File: src/rtl/spi_irq_events.sv
module spi_irq_events #(
  parameter int NBUF = 2,
  localparam int W = 5 + 2 * NBUF
) (
  input  logic            clk,
  input  logic            rst_n,
  input  logic            level_mode,
  input  logic            tx_idle,
  input  logic            tx_free,
  input  logic            rx_valid,
  input  logic [NBUF-1:0] tx_dma_act,
  input  logic [NBUF-1:0] rx_dma_act,
  input  logic            rx_overrun_p,
  input  logic            tx_underrun_p,
  input  logic [W-1:0]    irq_mask,
  input  logic            top_en,
  input  logic            clr_we,
  input  logic [W-1:0]    clr_data,
  output logic [W-1:0]    flags,
  output logic            irq
);

  logic [2:0]      fifo_now, fifo_q, fifo_set;
  logic [2*NBUF-1:0] dma_now, dma_q, dma_set;
  logic [W-1:0]    set_vec, clr_vec;

  assign fifo_now = {tx_idle, tx_free, rx_valid};
  assign dma_now  = {rx_dma_act, tx_dma_act};

  always_ff @(posedge clk) begin
    if (!rst_n) begin
      fifo_q <= '0;
      dma_q  <= '0;
    end else begin
      fifo_q <= fifo_now;
      dma_q  <= dma_now;
    end
  end

  assign fifo_set = level_mode ? fifo_now : (fifo_now & ~fifo_q);
  assign dma_set  = dma_q & ~dma_now;

  assign set_vec = {dma_set, tx_underrun_p, rx_overrun_p, fifo_set};
  assign clr_vec = clr_we ? clr_data : '0;

  always_ff @(posedge clk) begin
    if (!rst_n) flags <= '0;
    else        flags <= (flags & ~clr_vec) | set_vec;
  end

  assign irq = top_en & |(flags & irq_mask);

endmodule


File: config.mk
export PLATFORM = sky130hd
export DESIGN_NAME = spi_irq_events
export DESIGN_NICKNAME = d
export VERILOG_FILES = /design/src/rtl/spi_irq_events.sv
export SDC_FILE = /design/constraint.sdc
export NUM_CORES = 1
export LEC_CHECK = 0
export CAP_MARGIN = 20
export CORE_AREA = 8 8 53 55
export CTS_CLUSTER_DIAMETER = 30
export DETAILED_ROUTE_END_ITERATION = 10
export DIE_AREA = 0 0 61 63
export PLACE_DENSITY = 0.73
export SKIP_CTS_REPAIR_TIMING = 1
export SYNTH_ARGS = -nofsm -noshare
export SYNTH_HDL_FRONTEND = slang
export SYNTH_SLANG_ARGS = --single-unit
export TNS_END_PERCENT = 100
File: constraint.sdc
create_clock -name clk -period 1.3 [get_ports clk]
set_clock_uncertainty 0.1 [all_clocks]
set_input_delay 0.195 -clock clk [delete_from_list [all_inputs] [get_ports clk]]
set_output_delay 0.195 -clock clk [all_outputs]
set_load 0.02 [all_outputs]
==> Word-level counts from Yosys, hierarchy flattened <==
Cells that the tools add are included.
{ "op_classes": {"mux": 2, "reduce_logical": 1, "bitwise_logic": 9} }
{ "ops": {"columns": ["op", "n"], "rows": [
  ["9-bit bitwise AND", 2],
  ["9-bit 2-to-1 mux", 1],
  ["9-bit inverter", 1],
  ["9-bit bitwise OR", 1],
  ["9-bit OR reduction", 1],
  ["4-bit bitwise AND", 1],
  ["4-bit inverter", 1],
  ["3-bit bitwise AND", 1],
  ["3-bit 2-to-1 mux", 1],
  ["3-bit inverter", 1],
  ["1-bit bitwise AND", 1]
]} }
{ "totals": {"input_bits": 32, "word_cells": 15, "output_inout_bits": 10, "ff_bits": 16} }

==> Longest topological paths before layout <==
{ "depth": {"word_depth": 4, "mapped_depth": 4, "depth_no_buf": 3} }

==> Worst setup path after synthesis <==
Ideal clock, no wire load.
{ "synth_timing": {"path_type": "reg-to-output", "startpoint": "register flags[2]", "endpoint": "output port irq", "t_arrival_ns": 1.074, "setup_slack_ns": -0.069, "path_buffers": 0, "stages_incl_launch_ff": 4, "required_ns": 1.005, "path_cell_list": "dfxtp_1 -> a22o_1 -> a221oi_2 -> a31oi_1"} }
{ "synth_between": {"elab_chain_cells": 3} }
{ "synth_lines": {"columns": ["element", "line_no", "rtl"], "rows": [
  ["from (decl)", "19", "output logic [W-1:0] flags,"],
  ["from (signal assigned)", "48", "else flags <= (flags & ~clr_vec) | set_vec;"],
  ["9-bit bitwise AND", "51", "assign irq = top_en & |(flags & irq_mask);"],
  ["9-bit OR reduction", "51", null],
  ["1-bit bitwise AND", "51", null],
  ["to (decl)", "20", "output logic irq"]
]} }
Every way passes these cells.

==> Worst setup path after layout <==
Same ends and word-level chain as after synthesis.

==> summary.md <==
| Metric | Value |
|---|---|
| Outcome | finished, violations left |
| Failing checks | negative setup slack |
| Clock Root Buffer | clkbuf_4 |
| CTS max path bufs | 2 |
| Sequential share of the synthesized area | roughly 52% |
| Area Growth Syn to Fin | 89.3% |
| Initial Utilization | 29.6% |
| Final wirelength | 1910 µm |
| Library cells used by synthesis | 16 |
| Critical Path Start | flags[2] |
| GPL Wtd Cong | approximately 0.74 |
| WP data required | 1000 ps |
| Crit-path cells | a22o_1 > a221oi_2 > a31oi_2 > buf_4 |
| Reg-to-Reg Start | flags[2] |
| Most common cell after layout, fill and taps aside | clkdlybuf4s50_1 |
| Fin nets | between 150 and 200 |
| Drt first pass iters | 4 |
| Synth Area per Inst | 9.11 µm² |
| Synth Area in XOR/XNOR | 0% |
| First-pass GRT wire length | approximately 3000 µm |
| Crit share post-route | 125% |
| Count of clock tree sinks | 16 |
| Ant diodes | 0 |
| Vias in the first global route | about 680 |
| Synth top area share | 52.5% |
| Worst-Margin Slew | ~340 ps |
| Num CTS Buffers | 3 |
| DP HPWL | around 1500 µm |
| Worst min-delay path startpoint | tx_dma_act[0] |
| Mux contribution to synthesized area | 0% |
| Slew HR | about 78% |
| Crit-path max FO | 2 |
| Worst Hold Class | input pin to flip-flop |
| CTS clock-pin slew for the worst setup and hold paths | roughly 100 ps |
| Synth Register Bits | 16 |
| Total grt overflow | 0 |
| Layout cells sized above 1 | 20.0% |
| Initial DRC Count | 16 |
| Setup WS pre-CTS | -717 ps |
| Core ar. | a little over 2000 µm² |
| Startpoint Class | flip-flop |
| Initial antenna violation count | 0 |
| Post-synth net total | 99 |
| Clk_lat worst skew | between 200 and 300 ps |
| Most frequent cells in the layout | clkdlybuf4s50_1, dfxtp_1, nand2_1, nor2b_1, buf_4 |
| Synth Area in Compound Gates | a little under a fifth |
| Via count | between 600 and 700 |
| Fmax | roughly 600 MHz |
| Worst EP arrival | ~1300 ps |
| Leak Pwr | between 0.0005 and 0.0006 µW |
| Endpoints failing hold | 0 |
| CTS tree | built |
| YS warnings | 0 |
| Simple-gate share of the synthesized area | a little over a quarter |
| Placed Cells | roughly 140 |
| Top cells by area, synth | dfxtp_1, nor2b_1, and2_1 |
| Final setup violation count | 1 |
| Worst path max stage delay | 320 ps |
| Die Area | around 3800 µm² |
| Vias per cell | between 4 and 5 |
| Number of I/O pins | between 40 and 50 |
| Largest net degree at the start of global routing | 17 |
| Yosys top cell by area | dfxtp_1 |
| Final non-filler cell total | roughly 150 |
| Min Tclk post-route | ~1600 ps |
| Post-Syn Area | just over 600 µm² |
| Wire per inst | around 13 µm |
| Post-Syn Instances | between 60 and 70 |
| Pwr dens | 963 nW/µm² |
| Post-DRT Antenna Nets | 0 |
| Fin util | a little under three fifths |
| Post-Synth Adder-Cell Area | 0% |
| Max IR drop VDD | 0.579 mV |
| Port Buf Inserts | 41 |
| Final Max Slew Viols | 0 |
| Largest family of logic cells by synthesized area | simple AND/OR/NAND/NOR gates |
| Cell Rows | 17 |
| CP Capture Type | primary output |
| Unrepaired setup endpoints after global routing | true |
| Die height | between 60 and 70 µm |
| Slowest cell on the critical path | dfxtp_1 |
| Max-cap violations | 0 |
| Setup slack after layout | -330 ps |
| Htree depth | 1 |
| Setup Crit Path Kind | flip-flop to primary output |
| Total GRT Usage | about a tenth |
| Die width | 61 µm |
| DRC viols | 0 |
critical path: cells and delay by family (launching register included):
kind	cells	cell delay [ps]
AOI/OAI and AO/OA	3	560
buffers and inverters	1	170
DFF	1	320
layout make-up:
cell class	count	area (µm²)
fill	202	907
timing repair buffer	51	475
sequential	16	322
multi-input combinational	46	277
clock buffer	4	36.3
tap	28	35.0
inverter	3	11.3
cell usage after synthesis:
| library cell | instances |
|---|---|
| inv_1 | 3 |
| a22o_1 | 1 |
| a222oi_1 | 1 |
| a21boi_0 | 2 |
| a31oi_1 | 1 |
| buf_2 | 1 |
| a22oi_1 | 2 |
| a221oi_2 | 1 |
| nor2b_1 | 11 |
| and2_1 | 7 |
| nand2_1 | 11 |
| dfxtp_1 | 16 |
| a21oi_1 | 6 |
| o21ai_0 | 2 |
| clkbuf_1 | 1 |
| nand2b_1 | 1 |
power breakdown:
| group | internal, µW | switching, µW |
|---|---|---|
| combinational | 161 | 91.9 |
| sequential | 519 | 12.7 |
| clock | 170 | 159 |
| total | 850 | 264 |
logic make-up (layout without fill, tap and decap cells):
group,Yosys count,after routing
flops,16,16
simple gates,30,30
buf+inv,5,58
compound gates,16,16
path summary, 6_finish.rpt:
check | to | slack (ps) | depth (start not counted)
worst max-delay path | irq | -330 | 4
worst min-delay path | dma_q[0] | 390 | 2
worst max register to register | flags[2] | 420 | 3
worst min register to register | flags[4] | 440 | 2
sequential cells by signal, summed over array words and instances (netlist names):
signal	cells
fifo_q	3
dma_q	4
flags	9
through the flow:
stage	instance area, µm²	TNS, ps	hold slack (ps)	power, µW
finish	1160	-330	392	1110
global route	1160	-417	390	1170
CTS	1180	-3880	386	1140
detailed placement	1140	-949	433	811
global placement	1140	-863	414	806
floorplan	617	0	217	630
per-layer routing:
metal | GRT usage [%] | part of all wire (%)
met4 | 4.37 | 0.52
met2 | 16.4 | 45
met3 | 5.56 | 11
met1 | 9.94 | 43
met5 | 0 | 0
(Power assumes the default switching activity.)
